$ cat src/rtl/mw3_pkg.sv
// Shared constants, types and code-mapping helpers for the 3-wire link.
// Assumes a drive word of three bits {X,Y,Z}, one bit per wire pair.
package mw3_pkg;

    localparam int DIG_W  = 3;
    localparam int WORD_W = 3;
    localparam int RADIX  = 6;
    localparam logic [WORD_W-1:0] ZERO_WORD = 3'b110;
    localparam logic [WORD_W-1:0] IDLE_WORD = 3'b110;

    typedef enum logic [1:0] {
        TX_IDLE = 2'd0,
        TX_CONV = 2'd1,
        TX_SEND = 2'd2
    } tx_state_t;

    // Number of radix-6 digits needed to cover 2**w values.
    function automatic int num_digits(input int w);
        longint p;
        int n;
        p = 1;
        n = 0;
        while (p < (longint'(1) << w)) begin
            p = p * RADIX;
            n = n + 1;
        end
        return n;
    endfunction

    // RADIX raised to n.
    function automatic longint pow_radix(input int n);
        longint p;
        p = 1;
        for (int i = 0; i < n; i++) p = p * RADIX;
        return p;
    endfunction

    // Digit to drive word: 0 is moved onto the spare code 110.
    function automatic logic [WORD_W-1:0] enc_digit(input logic [DIG_W-1:0] d);
        return (d == '0) ? ZERO_WORD : d;
    endfunction

    // Drive word to digit; illegal words come back as 0.
    function automatic logic [DIG_W-1:0] dec_word(input logic [WORD_W-1:0] w);
        if (w == ZERO_WORD || w == 3'b000 || w == 3'b111) return '0;
        return w;
    endfunction

    // True for the two words with no differential voltage on any pair.
    function automatic logic word_illegal(input logic [WORD_W-1:0] w);
        return (w == 3'b000) || (w == 3'b111);
    endfunction

endpackage

$ cat src/rtl/mw3_radix6_cell.sv
// One radix-6 digit of a doubling chain: d_out = (2*d_in + c_in) mod 6,
// c_out = carry into the next digit. Assumes d_in is 0..5.
module mw3_radix6_cell
    import mw3_pkg::*;
(
    input  logic [DIG_W-1:0] d_in,
    input  logic             c_in,
    output logic [DIG_W-1:0] d_out,
    output logic             c_out
);

    logic [DIG_W:0] twice;

    // Double the digit, add the incoming bit, fold back above 5.
    always_comb begin
        twice = {d_in, c_in};
        if (twice >= (DIG_W+1)'(RADIX)) begin
            d_out = DIG_W'(twice - (DIG_W+1)'(RADIX));
            c_out = 1'b1;
        end else begin
            d_out = twice[DIG_W-1:0];
            c_out = 1'b0;
        end
    end

endmodule

$ cat src/rtl/mw3_tx.sv
// Transmit half: accepts a byte, converts it to NDIG radix-6 digits by
// shifting one bit per cycle (MSB first) through a chain of doubling cells,
// then issues the digits least significant first as drive words, one per
// cycle with tx_strobe high. Assumes NDIG digits are enough for DATA_W bits.
module mw3_tx
    import mw3_pkg::*;
#(
    parameter int DATA_W = 8,
    parameter int NDIG   = 4
)(
    input  logic              clk,
    input  logic              rst_n,
    input  logic              in_valid,
    output logic              in_ready,
    input  logic [DATA_W-1:0] in_byte,
    output logic [WORD_W-1:0] tx_word,
    output logic              tx_strobe
);

    localparam int BCW = (DATA_W > 1) ? $clog2(DATA_W) : 1;
    localparam int SIW = (NDIG > 1) ? $clog2(NDIG) : 1;

    tx_state_t                    state;
    logic [DATA_W-1:0]            shreg;
    logic [BCW-1:0]               bitcnt;
    logic [SIW-1:0]               sym_idx;
    logic [NDIG-1:0][DIG_W-1:0]   dig;
    logic [NDIG-1:0][DIG_W-1:0]   dig_nx;
    logic [NDIG:0]                carry;

    assign carry[0] = shreg[DATA_W-1];

    // Doubling chain: one cell per digit, carry ripples upward.
    genvar k;
    generate
        for (k = 0; k < NDIG; k++) begin : g_cell
            mw3_radix6_cell u_cell (
                .d_in  (dig[k]),
                .c_in  (carry[k]),
                .d_out (dig_nx[k]),
                .c_out (carry[k+1])
            );
        end
    endgenerate

    // Sequencer: idle -> convert DATA_W bits -> send NDIG symbols.
    always_ff @(posedge clk) begin
        if (!rst_n) begin
            state   <= TX_IDLE;
            shreg   <= '0;
            bitcnt  <= '0;
            sym_idx <= '0;
            dig     <= '0;
        end else begin
            case (state)
                TX_IDLE: begin
                    if (in_valid) begin
                        shreg  <= in_byte;
                        dig    <= '0;
                        bitcnt <= BCW'(DATA_W-1);
                        state  <= TX_CONV;
                    end
                end
                TX_CONV: begin
                    dig   <= dig_nx;
                    shreg <= shreg << 1;
                    if (bitcnt == '0) begin
                        sym_idx <= '0;
                        state   <= TX_SEND;
                    end else begin
                        bitcnt <= bitcnt - 1'b1;
                    end
                end
                TX_SEND: begin
                    if (sym_idx == SIW'(NDIG-1)) state <= TX_IDLE;
                    else sym_idx <= sym_idx + 1'b1;
                end
                default: state <= TX_IDLE;
            endcase
        end
    end

    // Line outputs: current digit encoded while sending, a legal filler otherwise.
    always_comb begin
        in_ready  = (state == TX_IDLE);
        tx_strobe = (state == TX_SEND);
        tx_word   = tx_strobe ? enc_digit(dig[sym_idx]) : IDLE_WORD;
    end

    // no dead word ever goes onto the wires.
    a_r1_legal_word: assert property (@(posedge clk) disable iff (!rst_n)
        tx_strobe |-> (tx_word != 3'b000 && tx_word != 3'b111));

    // the digit chain never overflows its top digit during conversion.
    a_r4_no_overflow: assert property (@(posedge clk) disable iff (!rst_n)
        (state == TX_CONV) |-> !carry[NDIG]);

    // the burst ends after the last symbol.
    a_r4_burst_end: assert property (@(posedge clk) disable iff (!rst_n)
        (tx_strobe && sym_idx == SIW'(NDIG-1)) |=> !tx_strobe);

    // acceptance drops ready on the next cycle.
    a_r5_accept_drops_ready: assert property (@(posedge clk) disable iff (!rst_n)
        (in_valid && in_ready) |=> !in_ready);

    // ready stays low while symbols go out.
    a_r5_busy_while_send: assert property (@(posedge clk) disable iff (!rst_n)
        tx_strobe |-> !in_ready);

endmodule

$ cat src/rtl/mw3_rx.sv
// Receive half: decodes strobed 3-bit words to radix-6 digits, accumulates
// them least significant first, and after NDIG symbols emits the byte with
// an error flag for illegal words or an out-of-range sum. Assumes symbols
// of one byte arrive in order; gaps between strobes are allowed.
module mw3_rx
    import mw3_pkg::*;
#(
    parameter int DATA_W = 8,
    parameter int NDIG   = 4
)(
    input  logic              clk,
    input  logic              rst_n,
    input  logic [WORD_W-1:0] rx_word,
    input  logic              rx_strobe,
    output logic              out_valid,
    output logic [DATA_W-1:0] out_byte,
    output logic              out_err
);

    localparam int SIW   = (NDIG > 1) ? $clog2(NDIG) : 1;
    localparam int ACC_W = $clog2(pow_radix(NDIG)) + 1;
    localparam logic [ACC_W-1:0] MAX_VAL = ACC_W'((longint'(1) << DATA_W) - 1);

    logic [ACC_W-1:0] acc;
    logic [ACC_W-1:0] weight;
    logic [SIW-1:0]   idx;
    logic             bad;
    logic [ACC_W-1:0] acc_nx;
    logic             bad_nx;

    // Add the decoded digit at its weight; note illegal words.
    always_comb begin
        acc_nx = acc + ACC_W'(dec_word(rx_word)) * weight;
        bad_nx = bad | word_illegal(rx_word);
    end

    // Symbol counter, accumulator and byte output register.
    always_ff @(posedge clk) begin
        if (!rst_n) begin
            acc       <= '0;
            weight    <= ACC_W'(1);
            idx       <= '0;
            bad       <= 1'b0;
            out_valid <= 1'b0;
            out_byte  <= '0;
            out_err   <= 1'b0;
        end else begin
            out_valid <= 1'b0;
            if (rx_strobe) begin
                if (idx == SIW'(NDIG-1)) begin
                    out_valid <= 1'b1;
                    out_byte  <= acc_nx[DATA_W-1:0];
                    out_err   <= bad_nx | (acc_nx > MAX_VAL);
                    acc       <= '0;
                    weight    <= ACC_W'(1);
                    idx       <= '0;
                    bad       <= 1'b0;
                end else begin
                    acc    <= acc_nx;
                    weight <= (weight << 2) + (weight << 1);
                    idx    <= idx + 1'b1;
                    bad    <= bad_nx;
                end
            end
        end
    end

    // a byte needs several symbols, so pulses never touch.
    a_r6_valid_gap: assert property (@(posedge clk) disable iff (!rst_n)
        out_valid |=> !out_valid);

    // an illegal word mid-byte is remembered.
    a_r7_bad_held: assert property (@(posedge clk) disable iff (!rst_n)
        (rx_strobe && word_illegal(rx_word) && idx != SIW'(NDIG-1)) |=> bad);

    // a fresh byte starts with no error remembered.
    a_r7_bad_cleared: assert property (@(posedge clk) disable iff (!rst_n)
        out_valid |-> !bad);

endmodule

$ cat src/rtl/mw3_link.sv
// Top: byte-to-3-wire transmitter and 3-wire-to-byte receiver side by side.
// The two halves share only clock and reset; the line is looped externally.
module mw3_link
    import mw3_pkg::*;
#(
    parameter int DATA_W = 8
)(
    input  logic              clk,
    input  logic              rst_n,
    input  logic              in_valid,
    output logic              in_ready,
    input  logic [DATA_W-1:0] in_byte,
    output logic [2:0]        tx_word,
    output logic              tx_strobe,
    input  logic [2:0]        rx_word,
    input  logic              rx_strobe,
    output logic              out_valid,
    output logic [DATA_W-1:0] out_byte,
    output logic              out_err
);

    localparam int NDIG = num_digits(DATA_W);

    mw3_tx #(.DATA_W(DATA_W), .NDIG(NDIG)) u_tx (
        .clk       (clk),
        .rst_n     (rst_n),
        .in_valid  (in_valid),
        .in_ready  (in_ready),
        .in_byte   (in_byte),
        .tx_word   (tx_word),
        .tx_strobe (tx_strobe)
    );

    mw3_rx #(.DATA_W(DATA_W), .NDIG(NDIG)) u_rx (
        .clk       (clk),
        .rst_n     (rst_n),
        .rx_word   (rx_word),
        .rx_strobe (rx_strobe),
        .out_valid (out_valid),
        .out_byte  (out_byte),
        .out_err   (out_err)
    );

endmodule

$ cat config.mk
export PLATFORM = sky130hd
export DESIGN_NAME = mw3_link
export DESIGN_NICKNAME = d
export VERILOG_FILES = /design/src/rtl/mw3_pkg.sv /design/src/rtl/mw3_radix6_cell.sv /design/src/rtl/mw3_tx.sv /design/src/rtl/mw3_rx.sv /design/src/rtl/mw3_link.sv
export SDC_FILE = /design/constraint.sdc
export NUM_CORES = 1
export LEC_CHECK = 0
export BUFFER_PORTS_ARGS = -buffer_cell sky130_fd_sc_hd__buf_2
export CAP_MARGIN = 25
export CORE_MARGIN = 4
export CORE_UTILIZATION = 66
export CTS_BUF_LIST = sky130_fd_sc_hd__clkbuf_16
export CTS_CLUSTER_DIAMETER = 30
export DETAILED_ROUTE_END_ITERATION = 12
export GPL_ROUTABILITY_DRIVEN = 0
export PLACE_DENSITY = 0.95
export SLEW_MARGIN = 40
export SYNTH_ARGS = -nofsm -noshare
export SYNTH_HDL_FRONTEND = slang
export SYNTH_HIERARCHICAL = 1
export SYNTH_SLANG_ARGS = --single-unit
$ cat constraint.sdc
create_clock -name clk -period 9.9 [get_ports clk]
set_clock_uncertainty 0.1 [all_clocks]
set_input_delay 1.98 -clock clk [delete_from_list [all_inputs] [get_ports clk]]
set_output_delay 1.98 -clock clk [all_outputs]
set_load 0.03 [all_outputs]
* After elaboration in Yosys (flattened, before gate mapping)
Cells that the tools add are included.
** Word-level totals
- Bits in registers :: 64
- Input bits :: 15
- Word-level logic and storage cells :: 92
** Cells by class
- Add/sub/neg operators :: 9
- $mul :: 1
- Order comparisons :: 6
- Equal/unequal tests :: 11
- Multiplexer cells :: 33
- Bitwise operators :: 2
- Reductions and logical operators :: 15
** Operators by type and width (count)
- 2-to-1 mux 12 bit :: 3
- 2-to-1 mux 3 bit :: 11
- adder 12 bit :: 2
- one-hot mux 12 bit (2 select lines) :: 1
- greater-or-equal comparator 4 x 3 -> 1 bit (second input constant) :: 4
- one-hot mux 8 bit (2 select lines) :: 1
- > comparator 12 x 8 -> 1 bit (second input constant) :: 1
- multiplier 3 x 12 -> 12 bit :: 1
- 2-to-1 mux 2 bit :: 6
- subtractor 3 bit (second input constant) :: 4
- zero test 3 bit :: 3
- AND reduction 3 bit :: 3
- 2-to-1 mux 8 bit :: 1
- binary-select mux 3 bit (select 2 bit) :: 1
- == test 2 bit (second input constant) :: 3
- == test 3 bit (second input constant) :: 2
- 2-to-1 mux 1 bit :: 6
- inequality test 2 bit (second input constant) :: 3
- one-hot mux 2 bit (3 select lines) :: 1
- one-hot mux 3 bit (2 select lines) :: 1
- AND reduction 2 bit :: 3
- adder 2 x 1 -> 2 bit (second input constant) :: 2
- inequality test 2 x 1 -> 1 bit (second input constant) :: 2
- one-hot mux 2 bit (2 select lines) :: 1
- other kinds (7) :: 11

* Longest topological paths before layout
Gate-level depths: netlist of the first run.
- Depth in word-level cells :: 9
- Gate-level depth with buffers :: 14
- Gate-level depth less buffers :: 13

* Modules after synthesis
Netlist of the first run, hierarchy kept.
** By module, submodules not included
- mw3_rx :: times used 1, cells an instance 334, area an instance 2895.3 um2, seq. area each 740.7 um2
- mw3_tx :: times used 1, cells an instance 126, area an instance 1246.2 um2, seq. area each 540.5 um2
- mw3_radix6_cell :: times used 4, cells an instance 8, area an instance 51.3 um2, seq. area each 0.0 um2

* Worst setup path after synthesis of the first run
Ideal clock, no wire load.
- Kind :: input to register
- Start point :: input port rx_word[2]
- End point :: register u_rx.out_err
- Arrival time :: 5122 ps
- Setup slack :: 4555 ps
- Cell stages on the path :: 14
- Buffers on the path :: 1
- Path through :: and2b_1 > clkbuf_1 > and2_1 > fa_1 > inv_1 > fa_1 > inv_1 > ha_1 > nor2b_1 > o31a_2 > o2111ai_1 > nand4_1 > a2111oi_2 > o21ai_1
** Between the ends
- Cells in the longest elaborated chain, start to end :: 9
** Ends and longest elaborated chain
- start, declared :: RTL line mw3_link.sv:15 : input logic [2:0] rx_word,
- == test 3 bit / zero test 3 bit (equally long branches) :: RTL line mw3_pkg.sv:45, mw3_pkg.sv:51
- logical OR 1 bit (2 in series) :: RTL line mw3_pkg.sv:45 : if (w == ZERO_WORD || w == 3'b000 || w == 3'b111) return '0;
- 2-to-1 mux 1 bit :: RTL line mw3_pkg.sv:45
- 2-to-1 mux 3 bit :: RTL line mw3_pkg.sv:46 : return w;
- multiplier 3 x 12 -> 12 bit :: RTL line mw3_rx.sv:33 : acc_nx = acc + ACC_W'(dec_word(rx_word)) * weight;
- adder 12 bit :: RTL line mw3_rx.sv:33
- > comparator 12 x 8 -> 1 bit :: RTL line mw3_rx.sv:53 : out_err <= bad_nx | (acc_nx > MAX_VAL);
- bitwise OR 1 bit * :: RTL line mw3_rx.sv:53
- end signal, assigned :: RTL line mw3_rx.sv:53
- end, declared :: RTL line mw3_rx.sv:17 : output logic out_err
Mark *: on every way between the ends. The rest lies on a longest branch, timed or not.
A chain may end at the register's enable or synchronous reset.

* Worst setup path after layout of the first run
Ends and elaborated chain as after synthesis.

==> flow_summary_export.csv, run 1 <==
group,metric,value,unit
outcome,status,"completed",
final_layout,design_area,4740,um2
power,power,0.755,mW
sta,finalSetupViolCount,0,
sta,relSlewSlack,46.0,%
clock_network,cts_root_buffer,"clkbuf_16",
final_layout,nNetsFinal,571,
hold_path,hold_class,"register to register",
route,drcViolationCount,0,
floorplan,fp.dieH,89.1,um
route,routed_wl,9440,um
worst_setup_path,worstSetupPathType,"input port to register",
floorplan,start_util,68.3,%
synthesis,synth_area_per_cell,8.86,um2
synthesis,syn_inst,490,
route,wl_per_cell,15.9,um
power,p_leak,2.11,nW
clock_network,cts-buffers-inserted,9,
synthesis,synth_fp_nets,551,
route,final_antenna_net_count,0,
sta,timing.hold.ws,357,ps
floorplan,core,6350,um2
grt,overflow,0,
clock_network,postCtsHoldBufs,0,
clock_network,cts_tree,"built",
sta,maxSlewViolCount,0,
worst_setup_path,rrSetupSlack,6170,ps
sta,grt_setup_unrepaired,"false",
floorplan,ios,30,
clock_network,insertion_delay,330,ps
place,place_ws,4070,ps
final_layout,antennaDiodeCount,0,
sta,tns,0,ps
job,drv_cap,0,
final_layout,drive_gt1_share,12.4,%
clock_network,clk_pin_slew,60,ps
place,numPortBuffers,29,
route,first_pass_iters,5,
clock_network,post_cts.repair.setup_buffers,0,
synthesis,synth_warnings,6,
clock_network,h-tree-depth,3,
sta,fin_crit_sh,56.1,%
sta,hold_viol,0,
final_layout,fin_cells,592,
clock_network,cts.path.max_buffers,2,
grt,grt_pass1_vias,3500,
power,ir_drop,0.107,mV
place,dpl-instance-area,4450,um2
route,drtIter0Drc,170,
grt,grt_pass1_wl,15600,um
clock_network,clock_sinks,64,
floorplan,num_rows,29,
sta,setup_ws,4350,ps
sta,worstMarginPinSlew,806,ps
grt,antenna_found_initial,0,
worst_setup_path,path_max_fanout,10,
worst_setup_path,worstPathArrival,5660,ps
final_layout,area_growth,9.34,%
final_layout,final_util,74.7,%
floorplan,die_w,89.1,um
worst_setup_path,worstSetupEndpointType,"register",
place,place_hpwl,6780,um
route,avgViaCountPerCell,6.00,
worst_setup_path,critPathLaunchType,"input port",
route,vias,3550,
grt,grt_usage,25.3,%
place,dpl.cell_count,576,
clock_network,postCtsResizedCells,0,
sta,max_freq,0.180,GHz
worst_setup_path,required,10010,ps
synthesis,synth_area,4340,um2
power,pwr_density_cell,159,nW/um2
sta,period_minus_slack,5550,ps
floorplan,die-area,7940,um2
grt,grt_max_degree,29,
[area by class of cell]
class	instances	area [um2]
fillers	441	1610
clock inverters	7	65.1
flip-flops and latches	64	1280
repair buffers	30	153
multi-input cells	360	2760
well taps	77	96.3
inverters	45	169
clock buffers	9	225
[metal layers]
metal  vias to the layer above  routed length (um)  part of all wire (%)  GRT usage, %
met1                      1686                4030                    43          30.3
met4                         0                 240                   2.5          11.0
met3                        26                 407                   4.3          4.52
met5                         -                   0                     0             0
li1                       1735                   -                     -             -
met2                       103                4760                    50          44.3
[worst max-delay path, stage by stage]
cell       delay (ps)
buf_2             120
nor2b_1           550
nand2_1           200
fa_1              490
fa_1              520
inv_1              50
ha_1              340
nor2b_1           160
o31a_2            320
o2111ai_1         260
nand4_1           170
a2111oi_2         400
o21ai_1           100
[sequential cells by signal, indices dropped and copies added, names as in the netlist]
| register | cells |
|---|---|
| u_tx/state | 2 |
| u_rx/weight | 12 |
| u_tx/sym_idx | 2 |
| u_rx/bad | 1 |
| u_rx/out_valid | 1 |
| u_tx/shreg | 8 |
| u_tx/dig | 12 |
| u_rx/idx | 2 |
| u_rx/acc | 12 |
| u_rx/out_byte | 8 |
| u_tx/bitcnt | 3 |
| u_rx/out_err | 1 |
[cells in the final DEF (no fill, tap or decap), drive strengths merged, types with 18 or more instances in the layout]
cell type	count
and2	31
a21oi	23
o21ai	22
inv	46
ha	26
nor2b	18
a22oi	19
dfxtp	64
nor2	39
buf	30
fa	20
nand2	35
[report_power, final]
part / switching, mW / internal [mW] / total (mW) / leakage [nW]
Sequential: 0.0182 / 0.276 / 0.294 / 0.522
Combinational: 0.0886 / 0.0654 / 0.154 / 1.45
Clock: 0.115 / 0.192 / 0.307 / 0.142
[path summary, 6_finish.rpt]
kind                    start          endpoint  cells past startpoint
max                rx_word[2]      u_rx/out_err                     13
min          u_rx/out_byte[2]  u_rx/out_byte[2]                      2
max reg2reg    u_rx/weight[1]      u_rx/out_err                     12
min reg2reg  u_rx/out_byte[2]  u_rx/out_byte[2]                      2
(Power assumes the default switching activity.)
==> run 2: changes to the inputs <==
--- a/config.mk
+++ b/config.mk
@@ -5,15 +5,16 @@
 export SDC_FILE = /design/constraint.sdc
 export NUM_CORES = 1
 export LEC_CHECK = 0
+export ABC_AREA = 1
 export BUFFER_PORTS_ARGS = -buffer_cell sky130_fd_sc_hd__buf_2
 export CAP_MARGIN = 25
 export CORE_MARGIN = 4
-export CORE_UTILIZATION = 66
+export CORE_UTILIZATION = 62
 export CTS_BUF_LIST = sky130_fd_sc_hd__clkbuf_16
 export CTS_CLUSTER_DIAMETER = 30
 export DETAILED_ROUTE_END_ITERATION = 12
 export GPL_ROUTABILITY_DRIVEN = 0
-export PLACE_DENSITY = 0.95
+export PLACE_DENSITY = 0.91
 export SLEW_MARGIN = 40
 export SYNTH_ARGS = -nofsm -noshare
 export SYNTH_HDL_FRONTEND = slang
==> constraint.sdc (replaced) <==
create_clock -name clk -period 5.85 [get_ports clk]
set_clock_uncertainty 0.1 [all_clocks]
set_input_delay 1.17 -clock clk [delete_from_list [all_inputs] [get_ports clk]]
set_output_delay 1.17 -clock clk [all_outputs]
set_load 0.03 [all_outputs]
==> run 2 against run 1 <==
Compared with the run above:
- die area grew 12%
- register-to-register slack lost 3600 ps
- worst setup slack lost 2700 ps
- first-iteration DRC count grew 95%
- sequential power grew 66%
- flip-flop and latch count is the same
- core utilization shrank 4.9 points
- largest cell class unchanged
- global-route usage grew 0.13 points
- synthesized cell count grew 45%
==> flow_summary_export.csv, run 2 <==
group,metric,value,unit
sta,relSlewSlack,43.0,%
floorplan,core,7250,um2
synthesis,synth_area,4620,um2
clock_network,cts-buffers-inserted,9,
worst_setup_path,worstPathArrival,4340,ps
job,drv_cap,0,
final_layout,largest_registers,"u_rx/acc x12, u_rx/weight x12, u_tx/dig x12",
route,routed_wl,11000,um
route,wl_met3,945,um
final_layout,layout_commonest_cell,"nand2_1",
route,drcViolationCount,0,
clock_network,post_cts.repair.setup_buffers,0,
final_layout,design_area,5060,um2
route,vias,4559,
floorplan,die-area,8900,um2
outcome,status,"completed",
place,dpl.cell_count,821,
grt,antenna_found_initial,0,
sta,hold_viol,0,
clock_network,h-tree-depth,3,
place,dpl-instance-area,4770,um2
sta,grt_setup_unrepaired,"false",
synthesis,synth_fp_nets,773,
route,first_pass_iters,5,
sta,setup_ws,1630,ps
floorplan,fp.dieH,94.4,um
worst_setup_path,required,5970,ps
clock_network,cts.path.max_buffers,2,
power,p_leak,2.63,nW
place,place_hpwl,7900,um
floorplan,ios,30,
route,wl_per_cell,13.1,um
floorplan,die_w,94.4,um
grt,grt_max_degree,28,
floorplan,num_rows,31,
final_layout,fin_cells,837,
route,drtIter0Drc,331,
route,route.met2.wl,5140,um
clock_network,insertion_delay,330,ps
clock_network,postCtsHoldBufs,0,
hold_path,hold_class,"register to register",
final_layout,nFillCells,609,
route,avgViaCountPerCell,5.45,
final_layout,seq_area,1280,um2
synthesis,synth_area_per_cell,6.49,um2
sta,fin_crit_sh,72.1,%
route,wl_met1,4690,um
power,ir_drop,0.171,mV
final_layout,drive_gt1_share,7.72,%
sta,finalSetupViolCount,0,
sta,worstMarginPinSlew,850,ps
clock_network,clk_pin_slew,60,ps
grt,grt_usage,25.4,%
route,highest_layer,"met4",
final_layout,antennaDiodeCount,0,
clock_network,cts_tree,"built",
sta,max_freq,0.237,GHz
sta,period_minus_slack,4220,ps
sta,maxSlewViolCount,0,
place,numPortBuffers,29,
clock_network,postCtsResizedCells,0,
synthesis,syn_inst,712,
final_layout,multiInputGateArea,2750,um2
final_layout,final_cell_mix,"nand2_1 (239), inv_1 (121), nor2_1 (65), dfxtp_1 (64), a21oi_1 (56)",
route,final_antenna_net_count,0,
grt,grt_pass1_vias,4119,
worst_setup_path,worstSetupPathType,"input port to register",
clock_network,cts_root_buffer,"clkbuf_16",
worst_setup_path,critPathLaunchType,"input port",
floorplan,start_util,63.7,%
final_layout,area_growth,9.50,%
worst_setup_path,path_max_fanout,7,
worst_setup_path,rrSetupSlack,2560,ps
place,place_ws,1100,ps
grt,grt_pass1_wl,18200,um
worst_setup_path,worstSetupEndpointType,"register",
power,pwr_density_cell,246,nW/um2
grt,overflow,0,
sta,tns,0,ps
clock_network,clock_sinks,64,
synthesis,synth_warnings,6,
final_layout,nNetsFinal,794,
[run 2: routing by layer]
metal  up-vias  GRT usage [%]
met2       192           40.8
li1       2243              -
met1      2093           33.3
met4         0           9.27
met3        31           6.29
met5         -              0
[run 2: worst paths after layout]
check,start,end,cells past startpoint
worst max-delay path,rx_word[1],u_rx/out_err,20
worst max register to register,u_rx/weight[1],u_rx/out_err,16
worst min register to register,u_rx/out_byte[0],u_rx/out_byte[0],2
worst min-delay path,u_rx/out_byte[0],u_rx/out_byte[0],2
[run 2: per-stage QoR]
step	power [mW]	utilization, %	hold slack, ps
after global placement	0.707	65.8	324
after global routing	1.31	69.8	351
after floorplan	0.674	-	335
after detailed placement	0.721	65.8	330
final	1.25	69.8	341
after CTS	1.25	69.7	343
[run 2: layout make-up]
class	count	area share [%]
Multi-Input combinational cell	504	54.4
Sequential cell	64	25.3
Inverter	125	9.27
Clock buffer	9	4.45
Timing Repair Buffer	29	2.87
Tap cell	99	2.45
Clock inverter	7	1.26
[run 2: power breakdown]
group          internal, mW  switching (mW)  total, mW
Combinational        0.0781           0.157      0.235
Sequential            0.463          0.0249      0.488
Clock                 0.326           0.198      0.525
[run 2: worst max-delay path, cell delays in order]
cell      delay [ps]
buf_2            130
inv_1             80
nor2_1           270
inv_1            230
nor2_1           210
fa_1             440
inv_1             90
fa_1             420
inv_1             80
ha_1             280
nand2_1          120
nand3_1          170
nand2_1          150
nand3b_1         110
nand2_1           80
nand3_1           60
nor2_1           110
nand2_1           60
nand2_1           50
nand2_1           50
==> run 3: changes to the inputs <==
--- a/config.mk
+++ b/config.mk
@@ -5,16 +5,16 @@
 export SDC_FILE = /design/constraint.sdc
 export NUM_CORES = 1
 export LEC_CHECK = 0
-export ABC_AREA = 1
+export ABC_AREA = 0
 export BUFFER_PORTS_ARGS = -buffer_cell sky130_fd_sc_hd__buf_2
 export CAP_MARGIN = 25
 export CORE_MARGIN = 4
-export CORE_UTILIZATION = 62
+export CORE_UTILIZATION = 55
 export CTS_BUF_LIST = sky130_fd_sc_hd__clkbuf_16
 export CTS_CLUSTER_DIAMETER = 30
 export DETAILED_ROUTE_END_ITERATION = 12
 export GPL_ROUTABILITY_DRIVEN = 0
-export PLACE_DENSITY = 0.91
+export PLACE_DENSITY = 0.87
 export SLEW_MARGIN = 40
 export SYNTH_ARGS = -nofsm -noshare
 export SYNTH_HDL_FRONTEND = slang
==> constraint.sdc (replaced) <==
create_clock -name clk -period 3.6 [get_ports clk]
set_clock_uncertainty 0.1 [all_clocks]
set_input_delay 0.72 -clock clk [delete_from_list [all_inputs] [get_ports clk]]
set_output_delay 0.72 -clock clk [all_outputs]
set_load 0.03 [all_outputs]
==> run 3 against run 2 <==
Compared with the run above:
- the flow now finishes with violations (setup timing)
- largest cell class unchanged
- register-to-register slack lost 2400 ps
- flip-flop and latch count is the same
- worst hold slack gained 11 ps
- clock-buffer cell count is the same
- worst setup slack lost 1800 ps
- die area grew 5.3%
- total power grew 74%
- global-route usage shrank 2.7 points
- via count shrank 16%
- critical path depth shrank 5
- final area grew 5.0%
- highest routed layer unchanged
- critical path type unchanged
- sequential power grew 66%
==> flow_summary_export.csv, run 3 (synthesized netlist as in run 1, its figures left out) <==
group,metric,value,unit
clock_network,h-tree-depth,3,
worst_setup_path,crit_chain,"buf_6 > and2b_2 > buf_6 > buf_4 > nand2_1 > fa_1 > fa_1 > inv_1 > ha_1 > buf_4 > a21oi_1 > nand4_1 > buf_4 > a32oi_1 > nor2b_1",
sta,fin_crit_sh,106,%
worst_setup_path,worstSetupPathType,"input port to register",
final_layout,final_util,69.1,%
grt,grt_max_degree,29,
clock_network,cts.path.max_buffers,2,
grt,antenna_found_initial,0,
final_layout,nNetsFinal,605,
place,place_hpwl,7080,um
route,avgViaCountPerCell,5.87,
worst_setup_path,worstPathArrival,3910,ps
worst_setup_path,worstSetupEndpointType,"register",
sta,finalSetupViolCount,6,
final_layout,nFillCells,570,
route,vias,3820,
sta,hold_viol,0,
sta,max_freq,0.263,GHz
floorplan,die-area,9370,um2
clock_network,cts_tree,"built",
worst_setup_path,required,3710,ps
route,first_pass_iters,5,
worst_setup_path,crit_path_frequent_cell,"buf_4",
sta,worstMarginPinSlew,734,ps
grt,grt_pass1_wl,17700,um
route,drcViolationCount,0,
route,routed_wl,11200,um
hold_path,hold_class,"register to register",
final_layout,area_growth,22.5,%
outcome,violations,"setup timing",
clock_network,cts_root_buffer,"clkbuf_16",
grt,overflow,0,
final_layout,layout_commonest_cell,"dfxtp_1",
final_layout,seq_area,1280,um2
floorplan,die_w,96.8,um
power,pwr_density_cell,408,nW/um2
clock_network,cts-buffers-inserted,9,
final_layout,largest_registers,"u_rx/acc x12, u_rx/weight x12, u_tx/dig x12",
power,ir_drop,0.312,mV
route,final_antenna_net_count,0,
sta,period_minus_slack,3800,ps
sta,grt_setup_unrepaired,"true",
job,drv_cap,0,
floorplan,ios,30,
final_layout,drive_gt1_share,25.0,%
place,dpl.cell_count,626,
final_layout,multiInputGateArea,3010,um2
power,p_leak,2.32,nW
floorplan,core,7690,um2
final_layout,design_area,5310,um2
clock_network,clk_pin_slew,50,ps
place,dpl-instance-area,4750,um2
outcome,status,"complete, but fails checks",
sta,maxSlewViolCount,0,
floorplan,num_rows,32,
clock_network,clock_sinks,64,
clock_network,insertion_delay,330,ps
grt,grt_usage,22.8,%
worst_setup_path,path_max_fanout,6,
floorplan,fp.dieH,96.8,um
floorplan,start_util,56.4,%
sta,setup_ws,-199,ps
final_layout,final_cell_mix,"dfxtp_1 (64), inv_1 (42), nor2_1 (39), nand2_1 (32), buf_4 (30)",
route,wl_per_cell,17.1,um
route,drtIter0Drc,175,
grt,grt_pass1_vias,3861,
final_layout,fin_cells,651,
place,numPortBuffers,29,
worst_setup_path,critPathLaunchType,"input port",
final_layout,antennaDiodeCount,0,
worst_setup_path,critPathSlowestCell,"fa_1",
sta,relSlewSlack,51.0,%
worst_setup_path,slowest_delay,520,ps
-- run 3: what timing repair did --
item                       in CTS  in global routing
resized for setup              21                 26
pin swaps                      14                 11
hold buffers                    0                  0
setup buffers                   7                  1
setup endpoints to repair       9                  8
gates cloned                    1                  0
-- run 3: final timing paths --
kind / start / to / slack (ps) / depth (start not counted)
min: u_rx/out_byte[7] / u_rx/out_byte[7] / 350 / 2
min reg2reg: u_rx/out_byte[7] / u_rx/out_byte[7] / 350 / 2
max: rx_word[2] / u_rx/acc[11] / -200 / 15
max reg2reg: u_rx/weight[1] / u_rx/acc[11] / 120 / 13
-- run 3: where the power goes --
group	switching, mW	leakage [nW]	internal (mW)
combinational	0.300	1.67	0.262
clock	0.330	0.133	0.465
sequential	0.0508	0.522	0.758
-- run 3: layout make-up --
type | count | area share [%]
Inverter | 45 | 3.18
Sequential cell | 64 | 24.1
Clock inverter | 7 | 0.895
Multi-Input combinational cell | 360 | 56.7
Timing Repair Buffer | 64 | 8.45
Tap cell | 102 | 2.40
Clock buffer | 9 | 4.24
-- run 3: critical path, delay by kind of cell --
family | cells | cell delay, ps
AO/OA/AOI/OAI | 2 | 430
AND/OR/NAND/NOR | 4 | 670
adder cells (fa/ha/maj) | 3 | 1340
buffers and inverters | 6 | 750
-- run 3: stage by stage --
step	hold WS (ps)	worst slack (ps)	setup TNS (ps)	power, mW
2_1_floorplan	354	-243	-470	1.18
5_1_grt	386	-294	-1260	2.27
3_5_place_dp	344	-711	-5930	1.30
6_report	352	-199	-644	2.17
4_1_cts	356	-146	-362	2.12
3_3_place_gp	331	-572	-4630	1.27
-- run 3: layer usage --
metal | global-route usage [%] | up-vias | share of wire [%]
li1 | - | 1796 | -
met1 | 25.2 | 1836 | 39
met2 | 41.3 | 138 | 51
met3 | 4.61 | 50 | 5.2
met4 | 11.0 | 0 | 5.0
met5 | 0 | - | 0
